### src/rtl/aux_edid_pkg.sv
package aux_edid_pkg;

  // register map (byte offsets, low byte of the address)
  localparam int CTRL_OFS      = 'h10;
  localparam int DATA_BASE_OFS = 'h14;
  localparam int REG_STRIDE    = 4;

  // control word fields
  localparam int SEND_BIT  = 31;
  localparam int DONE_BIT  = 30;
  localparam int SIZE_LSB  = 20;
  localparam int SIZE_W    = 5;

  // request word fields (data register 1)
  localparam int CMD_LSB   = 28;
  localparam int CMD_W     = 4;
  localparam int ADDR_LSB  = 8;
  localparam int ADDR_W    = 16;
  localparam int CMD_RD    = 0;
  localparam int CMD_MOT   = 2;

  // reply word fields
  localparam int REPLY_BYTE_LSB = 16;
  localparam logic [7:0] REPLY_ACK  = 8'h00;
  localparam logic [7:0] FILL_BYTE  = 8'hFF;

  localparam logic [SIZE_W-1:0] SIZE_ADDR_ONLY = 5'd3;
  localparam logic [SIZE_W-1:0] SIZE_ONE_BYTE  = 5'd4;

  typedef enum logic [3:0] {
    REQ_CLEAR,     // control write without send
    REQ_STOP,      // address-only, transaction ends
    REQ_RESET,     // address-only, address zero
    REQ_SELECT,    // address-only, EDID target
    REQ_ADDR_MISC, // address-only, other address
    REQ_WRITE,     // write command, data ignored
    REQ_READ,      // single byte read
    REQ_BAD_READ   // read command of unsupported size
  } req_kind_e;

endpackage

### src/rtl/aux_reg_decode.sv
module aux_reg_decode
  import aux_edid_pkg::*;
#(
  parameter int N_DATA = 5
) (
  input  logic [7:0]        addr,
  output logic              ctrl_hit,
  output logic [N_DATA-1:0] data_hit
);

  assign ctrl_hit = (addr == 8'(CTRL_OFS));

  for (genvar g = 0; g < N_DATA; g++) begin : g_hit
    assign data_hit[g] = (addr == 8'(DATA_BASE_OFS + g * REG_STRIDE));
  end

endmodule

### src/rtl/aux_req_classify.sv
module aux_req_classify
  import aux_edid_pkg::*;
#(
  parameter logic [15:0] TARGET_ADDR = 16'h0050
) (
  input  logic              send,
  input  logic [SIZE_W-1:0] msg_size,
  input  logic [CMD_W-1:0]  cmd,
  input  logic [ADDR_W-1:0] i2c_addr,
  output req_kind_e         kind,
  output logic [SIZE_W-1:0] reply_size
);

  assign reply_size = cmd[CMD_RD] ? 5'd2 : 5'd1;

  always_comb begin
    if (!send) begin
      kind = REQ_CLEAR;
    end else if (msg_size == SIZE_ADDR_ONLY) begin
      if (!cmd[CMD_MOT])               kind = REQ_STOP;
      else if (i2c_addr == '0)         kind = REQ_RESET;
      else if (i2c_addr == TARGET_ADDR) kind = REQ_SELECT;
      else                             kind = REQ_ADDR_MISC;
    end else if (!cmd[CMD_RD]) begin
      kind = REQ_WRITE;
    end else if (msg_size == SIZE_ONE_BYTE) begin
      kind = REQ_READ;
    end else begin
      kind = REQ_BAD_READ;
    end
  end

endmodule

### src/rtl/aux_i2c_session.sv
module aux_i2c_session
  import aux_edid_pkg::*;
#(
  parameter int EDID_DEPTH = 128,
  localparam int PTR_W     = $clog2(EDID_DEPTH + 1)
) (
  input  logic             clk,
  input  logic             rst_n,
  input  logic             act,
  input  req_kind_e        kind,
  input  logic             mon_present,
  output logic             sel_o,
  output logic             avail_o,
  output logic [PTR_W-1:0] ptr_o
);

  logic             sel_q, avail_q;
  logic [PTR_W-1:0] ptr_q;
  logic             at_end;

  assign at_end = (ptr_q == PTR_W'(EDID_DEPTH));

  always_ff @(posedge clk) begin
    if (!rst_n) begin
      sel_q   <= 1'b0;
      avail_q <= 1'b0;
      ptr_q   <= '0;
    end else if (act) begin
      case (kind)
        REQ_STOP, REQ_RESET: begin
          sel_q   <= 1'b0;
          avail_q <= 1'b0;
          ptr_q   <= '0;
        end
        REQ_SELECT: begin
          sel_q   <= 1'b1;
          avail_q <= mon_present;
        end
        REQ_READ: begin
          if (sel_q && avail_q && !at_end) ptr_q <= ptr_q + 1'b1;
        end
        default: ;
      endcase
    end
  end

  assign sel_o   = sel_q;
  assign avail_o = avail_q;
  assign ptr_o   = ptr_q;

  // pointer only steps by one or returns to zero
  assert_ptr_step_R8: assert property (@(posedge clk) disable iff (!rst_n)
    (ptr_q != $past(ptr_q)) |-> (ptr_q == $past(ptr_q) + 1'b1 || ptr_q == '0));

  // a closing request empties the session
  assert_stop_clears_R4: assert property (@(posedge clk) disable iff (!rst_n)
    (act && kind == REQ_STOP) |=> (!sel_q && !avail_q && ptr_q == '0));

  // the pointer never passes the end of the store
  assert_ptr_cap_R12: assert property (@(posedge clk) disable iff (!rst_n)
    ($past(at_end) && $past(kind) == REQ_READ) |-> (ptr_q == PTR_W'(EDID_DEPTH) || ptr_q == '0));

endmodule

### src/rtl/aux_edid_store.sv
module aux_edid_store #(
  parameter int EDID_DEPTH = 128,
  localparam int IDX_W     = $clog2(EDID_DEPTH),
  localparam int PTR_W     = $clog2(EDID_DEPTH + 1)
) (
  input  logic             clk,
  input  logic             rst_n,
  input  logic             ld_en,
  input  logic [IDX_W-1:0] ld_idx,
  input  logic [7:0]       ld_byte,
  input  logic [PTR_W-1:0] rd_ptr,
  output logic [7:0]       rd_byte
);

  logic [7:0] mem_q [EDID_DEPTH];

  always_ff @(posedge clk) begin
    if (!rst_n) begin
      for (int i = 0; i < EDID_DEPTH; i++) mem_q[i] <= 8'h00;
    end else if (ld_en) begin
      mem_q[ld_idx] <= ld_byte;
    end
  end

  always_comb begin
    if (rd_ptr < PTR_W'(EDID_DEPTH)) rd_byte = mem_q[rd_ptr[IDX_W-1:0]];
    else                             rd_byte = 8'h00;
  end

endmodule

### src/rtl/aux_edid_responder.sv
module aux_edid_responder
  import aux_edid_pkg::*;
#(
  parameter int          N_DATA      = 5,
  parameter int          EDID_DEPTH  = 128,
  parameter logic [15:0] TARGET_ADDR = 16'h0050,
  localparam int         IDX_W       = $clog2(EDID_DEPTH),
  localparam int         PTR_W       = $clog2(EDID_DEPTH + 1)
) (
  input  logic             clk,
  input  logic             rst_n,
  input  logic             wr_valid,
  output logic             wr_ready,
  input  logic [7:0]       wr_addr,
  input  logic [31:0]      wr_data,
  input  logic [7:0]       rd_addr,
  output logic [31:0]      rd_data,
  input  logic             edid_ld_en,
  input  logic [IDX_W-1:0] edid_ld_idx,
  input  logic [7:0]       edid_ld_byte,
  input  logic             dp_mon_present
);

  logic [31:0]              ctrl_q;
  logic [N_DATA-1:0][31:0]  data_q;
  logic                     rdy_q;

  logic                     w_ctrl_hit, r_ctrl_hit;
  logic [N_DATA-1:0]        w_data_hit, r_data_hit;
  req_kind_e                kind;
  logic [SIZE_W-1:0]        reply_size;
  logic                     sess_sel, sess_avail;
  logic [PTR_W-1:0]         sess_ptr;
  logic [7:0]               store_byte, reply_byte;
  logic                     take, ctrl_take;
  logic [31:0]              ctrl_next, reply_word;

  assign wr_ready  = rdy_q;
  assign take      = wr_valid && rdy_q;
  assign ctrl_take = take && w_ctrl_hit;

  aux_reg_decode #(.N_DATA(N_DATA)) u_wdec (
    .addr(wr_addr), .ctrl_hit(w_ctrl_hit), .data_hit(w_data_hit));

  aux_reg_decode #(.N_DATA(N_DATA)) u_rdec (
    .addr(rd_addr), .ctrl_hit(r_ctrl_hit), .data_hit(r_data_hit));

  aux_req_classify #(.TARGET_ADDR(TARGET_ADDR)) u_cls (
    .send       (wr_data[SEND_BIT]),
    .msg_size   (wr_data[SIZE_LSB +: SIZE_W]),
    .cmd        (data_q[0][CMD_LSB +: CMD_W]),
    .i2c_addr   (data_q[0][ADDR_LSB +: ADDR_W]),
    .kind       (kind),
    .reply_size (reply_size));

  aux_i2c_session #(.EDID_DEPTH(EDID_DEPTH)) u_sess (
    .clk(clk), .rst_n(rst_n), .act(ctrl_take), .kind(kind),
    .mon_present(dp_mon_present),
    .sel_o(sess_sel), .avail_o(sess_avail), .ptr_o(sess_ptr));

  aux_edid_store #(.EDID_DEPTH(EDID_DEPTH)) u_store (
    .clk(clk), .rst_n(rst_n), .ld_en(edid_ld_en), .ld_idx(edid_ld_idx),
    .ld_byte(edid_ld_byte), .rd_ptr(sess_ptr), .rd_byte(store_byte));

  assign reply_byte = (sess_sel && sess_avail) ? store_byte : FILL_BYTE;

  always_comb begin
    ctrl_next = '0;
    ctrl_next[DONE_BIT] = 1'b1;
    ctrl_next[SIZE_LSB +: SIZE_W] = reply_size;
    reply_word = '0;
    reply_word[31:24] = REPLY_ACK;
    if (kind == REQ_READ) reply_word[REPLY_BYTE_LSB +: 8] = reply_byte;
  end

  always_ff @(posedge clk) begin
    if (!rst_n) begin
      rdy_q  <= 1'b0;
      ctrl_q <= '0;
      data_q <= '0;
    end else begin
      rdy_q <= 1'b1;
      if (ctrl_take) begin
        if (kind == REQ_CLEAR) begin
          ctrl_q <= '0;
        end else begin
          ctrl_q <= ctrl_next;
          if (kind != REQ_BAD_READ) data_q[0] <= reply_word;
        end
      end else if (take) begin
        for (int g = 0; g < N_DATA; g++) begin
          if (w_data_hit[g]) data_q[g] <= wr_data;
        end
      end
    end
  end

  always_comb begin
    rd_data = r_ctrl_hit ? ctrl_q : '0;
    for (int g = 0; g < N_DATA; g++) begin
      if (r_data_hit[g]) rd_data = rd_data | data_q[g];
    end
  end

  for (genvar g = 0; g < N_DATA; g++) begin : g_chk
    assert_data_store_R1: assert property (@(posedge clk) disable iff (!rst_n)
      (take && w_data_hit[g]) |=> (data_q[g] == $past(wr_data)));
  end

  assert_clear_ctrl_R2: assert property (@(posedge clk) disable iff (!rst_n)
    (ctrl_take && !wr_data[SEND_BIT]) |=> (ctrl_q == '0));

  assert_done_set_R3: assert property (@(posedge clk) disable iff (!rst_n)
    (ctrl_take && wr_data[SEND_BIT]) |=> (ctrl_q[DONE_BIT] && !ctrl_q[SEND_BIT]));

  assert_fill_byte_R9: assert property (@(posedge clk) disable iff (!rst_n)
    (ctrl_take && kind == REQ_READ && !(sess_sel && sess_avail))
      |=> (data_q[0] == 32'h00FF_0000));

  assert_bad_read_keeps_R11: assert property (@(posedge clk) disable iff (!rst_n)
    (ctrl_take && kind == REQ_BAD_READ) |=> $stable(data_q[0]));

endmodule

### config.mk
export PLATFORM = sky130hd
export DESIGN_NAME = aux_edid_responder
export DESIGN_NICKNAME = d
export VERILOG_FILES = /design/src/rtl/aux_edid_pkg.sv /design/src/rtl/aux_reg_decode.sv /design/src/rtl/aux_req_classify.sv /design/src/rtl/aux_i2c_session.sv /design/src/rtl/aux_edid_store.sv /design/src/rtl/aux_edid_responder.sv
export SDC_FILE = /design/constraint.sdc
export NUM_CORES = 2
export LEC_CHECK = 0
export BUFFER_PORTS_ARGS = -buffer_cell sky130_fd_sc_hd__buf_2
export CAP_MARGIN = 20
export CORE_MARGIN = 2
export CORE_UTILIZATION = 36
export CTS_CLUSTER_SIZE = 25
export DETAILED_ROUTE_END_ITERATION = 16
export PLACE_DENSITY = 0.49
export SYNTH_ARGS = -nofsm -noshare
export SYNTH_HDL_FRONTEND = slang
export SYNTH_SLANG_ARGS = --single-unit
### constraint.sdc
create_clock -name clk -period 3.7 [get_ports clk]
set_input_delay 0.37 -clock clk [delete_from_list [all_inputs] [get_ports clk]]
set_output_delay 0.37 -clock clk [all_outputs]
set_load 0.05 [all_outputs]
Word level (Yosys, flattened, before mapping). Memories as Yosys holds them, arrays and structs flattened. A register that Yosys moved wholly into a read port is not among the register bits. Index checks and enable logic that the tools add are counted.

Bits in registers: 203. Latch bits: 0. Memory bits (writable): 1024. Memory bits (read-only): 0. Input port bits: 68. Output and inout bits: 33. Word-level logic and storage cells: 100. Memories kept: 1.

Memory list: u_store.mem_q (words 128, width 8, rd ports 1, clocked after Yosys merged registers in 1, wr ports 128, line aux_edid_store.sv:15) `logic [7:0] mem_q [EDID_DEPTH];`.

Add/subtract/negate cells: 1. Multipliers: 0. Divide/modulo/power cells: 0. $lt $le $gt $ge: 1. Eq/ne operators: 24. Shifts and indexed selects: 0. Muxes and demuxes: 37. Bitwise logic cells: 6. Reduce and logical (&&, ||, !) cells: 20.

Operators with widths (number): 32-bit two-way mux (11); 32-bit OR (5); 8-bit by 5-bit == test with 1-bit output (second input constant) (8); 8-bit two-way mux (5); 8-bit by 6-bit == test with 1-bit output (second input constant) (4); 31-bit two-way mux (1); 7-bit two-way mux (3); 4-bit two-way mux (5); 16-bit by 7-bit == test with 1-bit output (second input constant) (1); 16-bit zero test (1); 8-bit case mux with 2 select lines (1); 3-bit AND reduction (5); 8-bit by 1-bit adder with 8-bit output (second input constant) (1); 4-bit by 2-bit == test with 1-bit output (second input constant) (2); 8-bit == test (second input constant) (1); 8-bit < comparator (second input constant) (1); 2-bit nonzero test (4); 8-bit OR reduction (1); 1-bit two-way mux (7); 5-bit by 2-bit == test with 1-bit output (second input constant) (1); 5-bit by 3-bit == test with 1-bit output (second input constant) (1); 4-bit by 1-bit == test with 1-bit output (second input constant) (1); 4-bit by 3-bit == test with 1-bit output (second input constant) (1); 1-bit logical AND (4); 12 further kinds (14).

Longest topological paths before layout.
Depth in word-level cells: 12. Gate-level depth with buffers: 11. Mapped depth without buffers: 8.

Modules after synthesis. A second synthesis with hierarchy kept.

Cell total of the unflattened synthesis: 4180. Area, all modules: 55418.2 µm².

Modules (own cells, without submodules): aux_edid_store (instances 1, cells each 3243, area each 47629.4 µm², seq. area each 30749.5 µm²); aux_edid_responder (instances 1, cells each 817, area each 6764.0 µm², seq. area each 3343.2 µm²); aux_i2c_session (instances 1, cells each 70, area each 645.6 µm², seq. area each 200.2 µm²); aux_req_classify (instances 1, cells each 26, area each 206.4 µm², seq. area each 0.0 µm²); aux_reg_decode (instances 2, cells each 12, area each 86.3 µm², seq. area each 0.0 µm²).

Worst setup path after synthesis. Ideal clock, no wire load.

Kind: in2out. Start: input rd_addr[1]. End: output rd_data[17]. Arrival time: 2.976 ns. Data required time: 3.330 ns. Slack: 0.354 ns. Stages on the path: 7. Path buffers: 2. Path through: or4_1 > or3b_1 > buf_2 > nor2_4 > buf_4 > a221oi_1 > o21ai_0.

Longest elaborated chain between the ends: 12. Elaborated cells between the ends (all ways): 17. Classes of those cells: eq/ne (6); mux (6); bitwise (5).

RTL lines: from (decl) (line aux_edid_responder.sv:16) `input logic [7:0] rd_addr,`; 8-bit by 5-bit == test with 1-bit output (line aux_reg_decode.sv:11) `assign ctrl_hit = (addr == 8'(CTRL_OFS));`; 32-bit two-way mux (line aux_edid_responder.sv:99) `rd_data = r_ctrl_hit ? ctrl_q : '0;`; 32-bit OR (line aux_edid_responder.sv:101) `if (r_data_hit[g]) rd_data = rd_data | data_q[g];`; 32-bit two-way mux (line aux_edid_responder.sv:101); 32-bit OR (line aux_edid_responder.sv:101); 32-bit two-way mux (line aux_edid_responder.sv:101); 32-bit OR (line aux_edid_responder.sv:101); 32-bit two-way mux (line aux_edid_responder.sv:101); 32-bit OR (line aux_edid_responder.sv:101); 32-bit two-way mux (line aux_edid_responder.sv:101); 32-bit OR (line aux_edid_responder.sv:101); 32-bit two-way mux * (line aux_edid_responder.sv:101); to (decl) (line aux_edid_responder.sv:17) `output logic [31:0] rd_data,`.

Mark *: on every way between the ends. The rest lies on a longest branch, timed or not.

==> results by group <==
Worst setup path
  • R2R cell count: 8
  • Worst setup path end: data_q[22]
  • Most frequent CP cell: buf_4
  • Slowest-stage cell, CP: nor4_1
  • Critical path peak fanout: 26
  • CP max stage delay: around 580 ps
  • Cells along the critical path: buf_12, buf_4, mux4_2, a22oi_1, a2111oi_0, buf_4, nor4_1, a21oi_1
  • WP data arrival: about 4000 ps
  • Crit. End Element: register
  • WP data required: 4310 ps
  • WS Path Type: register to register
  • Critical Path Start Type: register
  • R2R Path End: data_q[22]
  • R2R setup slack: approximately 240 ps

Clocking
  • Maximum clock insertion buffer count: 3
  • TritonCTS clock tree: built
  • Root Driver: clkbuf_16
  • Clock sinks: ~1200
  • CTS Buf Count: 141
  • H-tree depth: 4
  • Clock-pin transition on the worst setup and hold timing paths: ~60 ps
  • Clk Latency, worst-skew pair: between 700 and 800 ps

Power and ir drop
  • Pwr dens: between 400 and 500 nW/um^2
  • Peak supply drop: between 0.4 and 0.5 mV
  • Internal power: approximately 23 mW
  • LEAKAGE: between 20 and 25 nW
  • Sw Share: 22.3%
  • Combinational power share: under 10%
  • Clk pwr share: around 44%
  • Seq pwr share: roughly 51%
  • Net Sw Power: approximately 6.7 mW

Floorplan
  • Initial Utilization: between 30% and 40%
  • Rows: around 140
  • Chip Height: between 300 and 400 microns
  • Die X: roughly 400 microns
  • # IOs: a little over 100
  • Core area: 152000 sq um
  • Die area: roughly 160000 sq um

Synth
  • Compound-cell area share of the yosys netlist: roughly 7.2%
  • Flops & latches, synth: 1205
  • Asr flop ratio synth: 0%
  • Xor/xnor share of the synthesized area: less than 1%
  • Post-synth top cells: 1032 x and2_1, 1024 x edfxtp_1, 258 x clkbuf_1
  • Cell taking the most area after synthesis: edfxtp_1
  • Simple-Gate Fraction of Synth Area: roughly 17%
  • Sequential fraction of the synthesis area: 62.0%
  • Main synth FF type: edfxtp_1
  • Largest family of logic cells by synthesized area: simple AND/OR/NAND/NOR gates
  • Synth Area in Adders: less than 1%
  • Unique masters post-synth: 65
  • Synth warnings: 0
  • Mux cell area share after synthesis: ~11%
  • Syn Inst Count: between 4000 and 5000
  • Share of the synthesized area in the top cell type: 55.5%
  • EDFF count, synth: between 1000 and 1500
  • Mapped cell area: ~55000 sq um
  • Syn Area/Cell: 13.3 sq um
  • Net Count, Synth: roughly 4200
  • Count leader, synth: and2_1
  • Synth area leaders: edfxtp_1 55%, and2_1 12%, mux4_2 8.3%

Drt
  • DR vias: ~34000
  • Initial DRT Pass Iterations: 5
  • Post-route antenna net violation count: 0
  • DRT iter0 DRCs: between 3000 and 4000
  • WL/cell: 25.3 microns
  • Routed vias/inst: around 5.3
  • Final WL: 165 mm
  • # DRC: 0

Timing
  • F_max: between 0.2 and 0.3 GHz
  • Fin Setup TNS: 0 ps
  • RSZ-0062 raised after global routing: false
  • Worst slew pin tran: 1100 ps
  • Max-slew violation count: 0
  • Min Tclk post-route: around 3500 ps
  • Final Hold Vio Count: 0
  • Worst Skew: approximately 24 ps
  • Post-route setup slack: 242 ps
  • Final Cycle Share: 93.5%
  • Final Setup Violations: 0
  • Slew headroom: around a quarter

Outcome
  • Outcome: finished clean

Finish
  • Finished Core Util: ~42%
  • Final nets: 4443
  • Layout cell share with drive strength beyond 1: 17.9%
  • Area Growth Syn to Fin: 15.5%

Place
  • Post-DP HPWL: 106 mm
  • I/O Buffers: 100
  • Final Wtd Congestion: 0.855
  • Worst slack at placement: ~350 ps

Global route
  • Total GRT Usage: around a fifth
  • Global-route wire length before repair: 242 mm
  • Antenna violations before repair: 7
  • Vias in the first global route: between 30000 and 40000
  • GRT overflow: 0
  • Largest net degree at the start of global routing: about 130

Run
  • Maxcap violations: 0

Worst hold path
  • Worst min path class: input pin to register
## layout by cell type (no fill, tap or decap), drive strengths merged, types with 7 or more instances in the layout
cell type    instances
clkbuf             194
nor3                 7
clkinv              47
nand4               13
a22o                 9
dlygate4sd3         33
a31oi               11
a21oi               72
o21ai              166
a221oi              26
nand3               35
nor4                11
mux2i              157
o211ai              10
a222oi              15
o22ai               32
buf                376
inv                 10
or2                  9
nor3b               12
mux4               205
and2              1033
nor2b               67
a21boi             100
nor2               171
o41ai               11
a22oi              126
dfxtp              181
edfxtp            1024
nand2              245
## critical path, delay by kind of cell (launching register included)
family                 cells  cell delay, ps
AND/OR/NAND/NOR            1             580
flip-flops                 1             460
AO/OA/AOI/OAI              3             800
buffers and inverters      3             850
multiplexers               1             560
## per-stage QoR
stage          hold WS, ps  power (mW)  std cells  area [sq um]
3_3_place_gp           448        17.1       6224         59400
4_1_cts               99.0        30.4       6507         64000
3_5_place_dp           458        17.1       6225         59400
5_1_grt                151        31.0       6509         64000
2_1_floorplan          398        16.4       4163         55400
6_report               149        30.1       6511         64000
## area by class of cell
type	count	area, sq um
antenna	2	5.00
multi-input combinational	2610	19600
inverter	6	22.5
timing repair buffer	409	3180
fill	14100	88400
clock inverter	55	358
clock buffer	194	3940
tap	2030	2540
sequential	1205	34400
## power by group through the flow
stage,Clock [mW],Sequential (mW),Combinational [mW]
floorplan,0,15.7,0.703
global placement,0,15.7,1.36
detailed placement,0,15.7,1.37
CTS,13.5,15.5,1.40
global route,14.0,15.5,1.47
finish,13.2,15.5,1.39
## how the worst min path moves through the flow
| stage | startpoint | end | slack [ps] | cells after the start |
|---|---|---|---|---|
| 2_1_floorplan | rst_n | wr_ready | 400 | 0 |
| 3_3_place_gp | data_q[52] | data_q[52] | 450 | 2 |
| 6_report | rst_n | u_store.mem_q[5][0] | 150 | 3 |
| 4_1_cts | rst_n | u_store.mem_q[5][5] | 100 | 3 |
| 3_5_place_dp | data_q[146] | data_q[146] | 460 | 2 |
| 5_1_grt | rst_n | u_store.mem_q[40][7] | 150 | 3 |
## logic make-up (layout without fill, tap and decap cells)
family | after synthesis | after routing
simple gates | 1636 | 1636
flops | 1205 | 1205
compound gates | 598 | 598
mux | 367 | 367
buf+inv | 348 | 664
xor+xnor | 7 | 7
fa+ha+maj | 2 | 2
other cells | 0 | 2
## metal layers
layer  GRT usage (%)  up-vias  routed length (microns)
met3            3.37      220                     8770
met1            29.8    17500                    76100
met5               0        -                       35
li1                -    15700                        -
met4            5.65        6                     3700
met2            32.8      881                    76000
## sequential cells by signal, summed over array words and instances (netlist names), named ones only
| signal | cells |
|---|---|
| wr_ready | 1 |
| u_sess.sel_o | 1 |
| data_q | 160 |
| u_sess.ptr_o | 8 |
| u_store.mem_q | 1024 |
| ctrl_q | 3 |
| u_sess.avail_o | 1 |
## repair_timing
action                                 in CTS  in global routing
resized for setup                           0                  0
hold buffers                               33                  0
buffers inserted                            0                  0
endpoints found under the hold margin     151                  0
Power figures use the tool's default switching activity.
